===== config.mk =====
export PLATFORM = sky130hd
export DESIGN_NAME = gpio_expander_core
export DESIGN_NICKNAME = d
export VERILOG_FILES = /design/src/rtl/gpx_pkg.sv /design/src/rtl/gpx_sync.sv /design/src/rtl/gpx_port.sv /design/src/rtl/gpio_expander_core.sv
export SDC_FILE = /design/constraint.sdc
export NUM_CORES = 1
export LEC_CHECK = 0
export BUFFER_PORTS_ARGS = -buffer_cell sky130_fd_sc_hd__buf_2
export CORE_ASPECT_RATIO = 1.4
export CORE_MARGIN = 5
export CORE_UTILIZATION = 45
export DETAILED_ROUTE_END_ITERATION = 6
export PLACE_DENSITY_LB_ADDON = 0.2
export SYNTH_ARGS = -nofsm -noshare
export SYNTH_HDL_FRONTEND = slang
export SYNTH_SLANG_ARGS = --single-unit
export TNS_END_PERCENT = 10

===== constraint.sdc =====
create_clock -name clk -period 2.01 [get_ports clk]
set_input_delay 0.201 -clock clk [delete_from_list [all_inputs] [get_ports clk]]
set_output_delay 0.201 -clock clk [all_outputs]
set_load 0.02 [all_outputs]

===== src/rtl/gpx_pkg.sv =====
package gpx_pkg;
  localparam int NUM_PORTS = 2;
  localparam int ADDR_W    = 4;

  typedef enum logic [2:0] {
    GRP_INPUT   = 3'd0,
    GRP_OUTPUT  = 3'd1,
    GRP_POLAR   = 3'd2,
    GRP_DIR     = 3'd3,
    GRP_CAPTURE = 3'd4
  } reg_group_e;
endpackage


===== src/rtl/gpx_sync.sv =====
module gpx_sync #(
  parameter int WIDTH = 8
) (
  input  logic             clk,
  input  logic             rst_n,
  input  logic [WIDTH-1:0] d_in,
  output logic [WIDTH-1:0] d_out
);
  logic [WIDTH-1:0] stage1_q;
  logic [WIDTH-1:0] stage2_q;

  always_ff @(posedge clk or negedge rst_n) begin
    if (!rst_n) begin
      stage1_q <= '0;
      stage2_q <= '0;
    end else begin
      stage1_q <= d_in;
      stage2_q <= stage1_q;
    end
  end

  assign d_out = stage2_q;
endmodule


===== src/rtl/gpx_port.sv =====
module gpx_port #(
  parameter int PORT_W = 8
) (
  input  logic              clk,
  input  logic              rst_n,
  input  logic [PORT_W-1:0] pin_sync,
  input  logic [PORT_W-1:0] wr_data,
  input  logic              wr_out,
  input  logic              wr_pol,
  input  logic              wr_dir,
  input  logic              rd_in,
  output logic [PORT_W-1:0] dir_q,
  output logic [PORT_W-1:0] out_q,
  output logic [PORT_W-1:0] pol_q,
  output logic [PORT_W-1:0] cap_q,
  output logic              pend_q
);
  logic [PORT_W-1:0] snap_q;
  logic [PORT_W-1:0] dir_d, out_d, pol_d, cap_d, snap_d;
  logic              pend_d;
  logic [PORT_W-1:0] mismatch;

  // Only input-configured pins (direction bit 1) take part in the compare
  assign mismatch = (pin_sync ^ snap_q) & dir_q;

  always_comb begin
    dir_d  = wr_dir ? wr_data : dir_q;
    out_d  = wr_out ? wr_data : out_q;
    pol_d  = wr_pol ? wr_data : pol_q;
    snap_d = snap_q;
    cap_d  = cap_q;
    pend_d = pend_q;
    if (rd_in) begin
      snap_d = pin_sync;
      pend_d = 1'b0;
    end else if (!pend_q && (|mismatch)) begin
      pend_d = 1'b1;
      cap_d  = pin_sync;
    end
  end

  always_ff @(posedge clk or negedge rst_n) begin
    if (!rst_n) begin
      dir_q  <= '1;
      out_q  <= '0;
      pol_q  <= '0;
      snap_q <= '0;
      cap_q  <= '0;
      pend_q <= 1'b0;
    end else begin
      dir_q  <= dir_d;
      out_q  <= out_d;
      pol_q  <= pol_d;
      snap_q <= snap_d;
      cap_q  <= cap_d;
      pend_q <= pend_d;
    end
  end

  assert_read_clears_R7: assert property (@(posedge clk) disable iff (!rst_n)
    rd_in |=> !pend_q);

  assert_capture_frozen_R6: assert property (@(posedge clk) disable iff (!rst_n)
    (pend_q && !rd_in) |=> (pend_q && $stable(cap_q)));

  assert_change_sets_R4: assert property (@(posedge clk) disable iff (!rst_n)
    (!pend_q && (|mismatch) && !rd_in) |=> pend_q);

  assert_no_spurious_R5: assert property (@(posedge clk) disable iff (!rst_n)
    $rose(pend_q) |-> $past(|((pin_sync ^ snap_q) & dir_q)));
endmodule


===== src/rtl/gpio_expander_core.sv =====
module gpio_expander_core
  import gpx_pkg::*;
#(
  parameter int       PORT_W     = 8,
  parameter logic [3:0] DEV_PREFIX = 4'b0100
) (
  input  logic                        clk,
  input  logic                        rst_n,
  input  logic [ADDR_W-1:0]           reg_addr,
  input  logic [PORT_W-1:0]           wr_data,
  input  logic                        wr_en,
  input  logic                        rd_en,
  output logic [PORT_W-1:0]           rd_data,
  input  logic [NUM_PORTS*PORT_W-1:0] pins_in,
  output logic [NUM_PORTS*PORT_W-1:0] pins_out,
  output logic [NUM_PORTS*PORT_W-1:0] pins_oe,
  output logic                        int_n,
  input  logic [2:0]                  dev_sel,
  input  logic [6:0]                  bus_addr,
  output logic                        addr_match
);
  localparam int PINS = NUM_PORTS * PORT_W;

  logic [PINS-1:0]   pins_sync;
  reg_group_e        grp;
  logic              port_sel;
  logic [NUM_PORTS-1:0][PORT_W-1:0] dir_a, out_a, pol_a, cap_a;
  logic [NUM_PORTS-1:0]             pend_a;
  logic [PORT_W-1:0] rd_mux;
  logic [PORT_W-1:0] rd_data_d;

  assign grp      = reg_group_e'(reg_addr[ADDR_W-1:1]);
  assign port_sel = reg_addr[0];

  gpx_sync #(.WIDTH(PINS)) u_sync (
    .clk   (clk),
    .rst_n (rst_n),
    .d_in  (pins_in),
    .d_out (pins_sync)
  );

  for (genvar p = 0; p < NUM_PORTS; p++) begin : g_port
    logic hit;
    assign hit = (port_sel == p[0]);

    gpx_port #(.PORT_W(PORT_W)) u_port (
      .clk      (clk),
      .rst_n    (rst_n),
      .pin_sync (pins_sync[p*PORT_W +: PORT_W]),
      .wr_data  (wr_data),
      .wr_out   (wr_en && hit && (grp == GRP_OUTPUT)),
      .wr_pol   (wr_en && hit && (grp == GRP_POLAR)),
      .wr_dir   (wr_en && hit && (grp == GRP_DIR)),
      .rd_in    (rd_en && hit && (grp == GRP_INPUT)),
      .dir_q    (dir_a[p]),
      .out_q    (out_a[p]),
      .pol_q    (pol_a[p]),
      .cap_q    (cap_a[p]),
      .pend_q   (pend_a[p])
    );

    assign pins_out[p*PORT_W +: PORT_W] = out_a[p];
    assign pins_oe[p*PORT_W +: PORT_W]  = ~dir_a[p];
  end

  always_comb begin
    case (grp)
      GRP_INPUT:   rd_mux = pins_sync[port_sel*PORT_W +: PORT_W] ^ pol_a[port_sel];
      GRP_OUTPUT:  rd_mux = out_a[port_sel];
      GRP_POLAR:   rd_mux = pol_a[port_sel];
      GRP_DIR:     rd_mux = dir_a[port_sel];
      GRP_CAPTURE: rd_mux = cap_a[port_sel];
      default:     rd_mux = '0;
    endcase
  end

  assign rd_data_d = rd_en ? rd_mux : rd_data;

  always_ff @(posedge clk or negedge rst_n) begin
    if (!rst_n) begin
      rd_data <= '0;
    end else begin
      rd_data <= rd_data_d;
    end
  end

  assign int_n      = ~(|pend_a);
  assign addr_match = (bus_addr == {DEV_PREFIX, dev_sel});

  assert_rdata_hold_R3: assert property (@(posedge clk) disable iff (!rst_n)
    !rd_en |=> $stable(rd_data));
endmodule


# --- Word-level counts from Yosys, hierarchy flattened ---
# Cells that the tools add are included.
word_totals:
  regBits: 122
  inputBits: 42
  out_inout_bits: 42
  elab_cells: 70
classes:
  magnitude_cmp: 1
  eq_ne: 5
  n_shift: 1
  mux: 13
  n_bitwise: 11
  n_reduce_logical: 24
ops:
  columns: ["operator", "n"]
  rows:
  - ["two-way mux 8 bit", 8]
  - ["case mux 8 bit (5 select lines)", 1]
  - ["bitwise XOR 8 bit", 3]
  - ["AND 8 bit", 2]
  - ["inverter 8 bit", 2]
  - ["OR reduction 8 bit", 2]
  - ["variable part select 16 x 5 -> 8 bit", 1]
  - ["logical AND 1 bit", 14]
  - ["equality test 7 x 6 -> 1 bit", 1]
  - ["equality test 3 x 2 -> 1 bit, second input constant", 2]
  - ["two-way mux 1 bit", 4]
  - ["inverter 1 bit", 4]
  - ["AND reduction 2 bit", 2]
  - ["nonzero test 2 bit", 2]
  - ["equality test 3 x 1 -> 1 bit, second input constant", 1]
  - ["equality test 3 bit, second input constant", 1]
  - ["zero test 3 bit", 1]
  - ["zero test 1 bit", 2]
  - ["< comparator 1 x 2 -> 1 bit, second input constant", 1]
  - ["OR reduction 2 bit", 1]

# --- Logic depth before layout (Yosys ltp) ---
logic_depth:
  depth_word: 6
  depth_mapped: 7
  ltp_nobuf: 5

# --- By module ---
# From an unflattened synthesis, not the netlist that was laid out.
hier_totals:
  hier_cells: 397
  hier_area_um2: 5350.1
modules_own_cells:
  columns: ["mod", "n_inst", "cells_per_inst", "area_per_inst_um2", "seq_area_each_um2"]
  rows:
  - ["gpx_port", 2, 101, 1652.8, 1036.0]
  - ["gpio_expander_core", 1, 163, 1243.7, 200.2]
  - ["gpx_sync", 1, 32, 800.8, 800.8]

# --- Least setup slack after synthesis ---
# No wires, ideal clock.
synth_timing:
  kind: "flip-flop to flip-flop"
  from: "reg u_sync.stage2_q[15], in the netlist u_sync.d_out[15]"
  to: "reg g_port[1].u_port.cap_q[0]"
  setup_time_ns: 0.125
  arrival_time_ns: 1.693
  t_required_ns: 1.885
  path_slack_ns: 0.192
  path_stages_with_launch: 6
  path_buffers: 0
  synth_period_minus_slack_ns: 1.818
  cell_sequence: "dfrtp_1 xnor2_1 o22ai_1 or4_1 nand3b_4 mux2_2"
synth_between:
  elab_chain_len: 5
synth_rtl:
  columns: ["element", "line", "rtl"]
  rows:
  - ["start: declaration", "gpx_sync.sv:10", "logic [WIDTH-1:0] stage2_q;"]
  - ["start signal: assignment", "gpx_sync.sv:18", "stage2_q <= stage1_q;"]
  - ["bitwise XOR 8 bit", "gpx_port.sv:24", "assign mismatch = (pin_sync ^ snap_q) & dir_q;"]
  - ["AND 8 bit", "gpx_port.sv:24", null]
  - ["OR reduction 8 bit", "gpx_port.sv:36", "end else if (!pend_q && (|mismatch)) begin"]
  - ["logical AND 1 bit", "gpx_port.sv:36", null]
  - ["AND reduction 2 bit (no line)", null, null]
  - ["end signal: assignment", "gpx_port.sv:55", "cap_q <= cap_d;"]
  - ["end: declaration", "gpx_port.sv:15", "output logic [PORT_W-1:0] cap_q,"]
# Every way passes these cells.
# A chain may end at the register's enable or synchronous reset.

# --- Worst setup path after layout ---
layout_timing:
  from: "reg u_sync.stage2_q[9], in the netlist u_sync.d_out[9]"
  to: "reg g_port[1].u_port.cap_q[6]"
# The elaborated chain is that of the path after synthesis.

==> impl_metrics.toml <==
[run_status]
status = "finished, final reports clean"

[pwr]
power_uw = 8020
powerDensity_nw_per_um2 = 1170
ir_worst_vdd_mv = 0.558
switchingPower_uw = 2230
clockPowerShare = 0.365
power.internal_uw = 5790
p_sw_frac = 0.279
p_leak_uw = 0.00311
seqPwrFrac = 0.420
pwr-share-comb = 0.215

[placed_design]
place_hpwl_um = 9080
postPlaceCellArea_um2 = 6070
gp_congestion = 0.856
port_buffers = 83

[yosys]
ys_types = 31
ys_warn_count = 0
synth_area_leaders = "dfrtp_1 (50%), mux2_2 (17%), dfstp_2 (7.9%), mux2i_1 (4.5%), xnor2_1 (4.0%)"
synth_fa_ha_area_frac = 0
synth-async-reset-ratio = 1.00
yosys.area.top_type = "dfrtp_1"
ys_seq_elements = 122
synth_edf_count = 0
synth_compound_area_frac = 0.0645
synth_area_per_cell_um2 = 13.1
post-synth-top-area-fraction = 0.499
syn_inst = 407
synth_top_family_by_area = "multiplexers"
synth.area.mux_share = 0.215
synthXorXnorAreaFrac = 0.0576
synth.most_common_cell = "dfrtp_1"
yosys-top-cells-count = "dfrtp_1 (106), mux2_2 (80), nand2_1 (30)"
synth-seq-area-share = 0.578
ys.flop_type = "dfrtp_1"
netlist_area_um2 = 5320
syn_nets = 449
synthSimpleGateAreaFrac = 0.0562

[grt]
grt_pass1_vias = 3802
grt_overflow = 0
grt_use_total = 0.182
grt_pass1_wl_um = 19700
grt_max_degree = 46
grt_antenna_before_repair = 0

[clock_network]
ctsRootBufferMaster = "clkbuf_16"
cts_sinks = 122
post_cts_buffers = 0
htree_levels = 4
clockBufferDepth = 2
cts_made_buffers = 17
cts_tree = "done"
clk_latency_ps = 410
path_clk_slew_ps = 50

[routing]
dr.pass1.iters = 4
via_count = 3559
avgViaCountPerCell = 5.08
drtIter0Drc = 114
route.detailed.drc = 0
drt_wl_total_um = 12000
ant_nets = 0
post_drt_wl_per_cell_um = 17.1

[job]
maxCapViolCount = 0

[floorplanning]
dieArea_um2 = 14100
io_pins = 84
die_w_um = 102
coreArea_um2 = 11700
die_h_um = 139
initial_core_util = 0.454
num_rows = 47

[sta]
fmax_mhz = 524
period_share = 0.949
worst_pin_slew_ps = 1050
slew_headroom = 0.300
setup_viol = 0
min_period_ps = 1910
hold_viol = 0
fin_worst_skew_ps = 8.78
rsz0062_at_grt = "no"
tns_ps = 0
drv_slew = 0

[cells_and_area]
design_area_um2 = 6830
area_growth_pct = 28.5
antennaDiodeCount = 0
nets = 582
drive_above_1_share = 0.436
post-route-util = 0.584
fillers = 969

[worst_setup_path]
arrival_ps = 2190
start_kind = "flop"
crit_required_ps = 2300
critPathMaxFanout = 8
path_class = "reg2reg"
endpoint_kind = "flop"

[worst_hold_path]
min_path_type = "in2reg"
[through the flow]
stage               hold WS, ps  std cells  worst slack [ps]
floorplan                 -94.6        407               192
global route               62.7        700              21.2
CTS                        49.5        700              29.2
detailed placement          250        651              37.3
global placement            240        651               104
finish                     62.6        700               103
[per-layer routing]
layer	vias up	GRT usage	routed length, µm
li1	1697	-	-
met1	1756	0.241	5150
met4	0	0.0608	189
met5	-	0	0
met3	14	0.0518	703
met2	92	0.288	5940
[flip-flops by register name, summed over array words and instances (netlist names)]
name                  count
g_port.u_port.cap_q      16
g_port.u_port.out_q      16
u_sync.d_out             16
u_sync.stage1_q          16
rd_data                   8
g_port.u_port.pol_q      16
g_port.u_port.pend_q      2
g_port.u_port.snap_q     16
g_port.u_port.dir_q      16
[worst max-delay path, cell delays in order, from the launching register on]
cell and delay [ps]:
dfrtp_1 410, xnor2_1 180, o22ai_1 130, or4_4 550
nand3b_4 170, mux2_2 350
[final timing paths]
path | start | to | slack, ps | cells after the start
setup / recovery | u_sync.d_out[9] | g_port[1].u_port.cap_q[6] | 100 | 5
hold / removal | wr_data[3] | g_port[0].u_port.dir_q[3] | 60 | 3
setup reg to reg | u_sync.d_out[9] | g_port[1].u_port.cap_q[6] | 100 | 5
hold reg to reg | u_sync.stage1_q[2] | u_sync.d_out[2] | 350 | 0
max in group asynchronous | rst_n | g_port[0].u_port.dir_q[6] | 930 | 3
min in group asynchronous | rst_n | g_port[1].u_port.snap_q[2] | 340 | 2
[layout by cell type (no fill, tap or decap), drive strengths merged, types with 2 or more instances in the layout]
master / count
nor2: 7
clkbuf: 24
a211oi: 8
nand2: 31
clkinv: 4
mux2i: 24
dfstp: 16
clkinvlp: 2
mux2: 80
nor3b: 3
or4: 2
nand4: 2
o21ai: 25
buf: 107
nor3: 3
inv: 24
xnor2: 24
dlygate4sd3: 17
o22ai: 24
or3b: 2
dfrtp: 106
bufinv: 2
xor2: 11
[kinds of logic (layout without fill, tap and decap cells)]
kind of cell,after synthesis,after routing
compound gates,58,58
xor+xnor,35,35
buf+inv,34,180
flops,122,122
mux,104,104
simple gates,54,54
[timing repair]
item / in CTS / in global routing
hold buffers: 17 / 0
gates resized for setup: 0 / 3
setup endpoints to repair: 0 / 16
endpoints found under the hold margin: 50 / 0
[final cells by class]
class	instances	area [µm²]	area share
flip-flops and latches	122	3070	0.450
multi-input cells	251	2100	0.308
repair buffers	124	806	0.118
clock buffers	24	482	0.0705
well taps	147	184	0.0269
clock inverters	8	95.1	0.0139
inverters	24	90.1	0.0132
[power by group through the flow]
| stage | Clock, µW | Combinational (µW) | Sequential [µW] |
|---|---|---|---|
| floorplan | 0 | 1010 | 3440 |
| global placement | 0 | 1650 | 3380 |
| detailed placement | 0 | 1690 | 3410 |
| CTS | 2980 | 1720 | 3370 |
| global route | 3110 | 1890 | 3440 |
| finish | 2930 | 1720 | 3370 |
No activity file was read; power rests on OpenSTA's default activity.
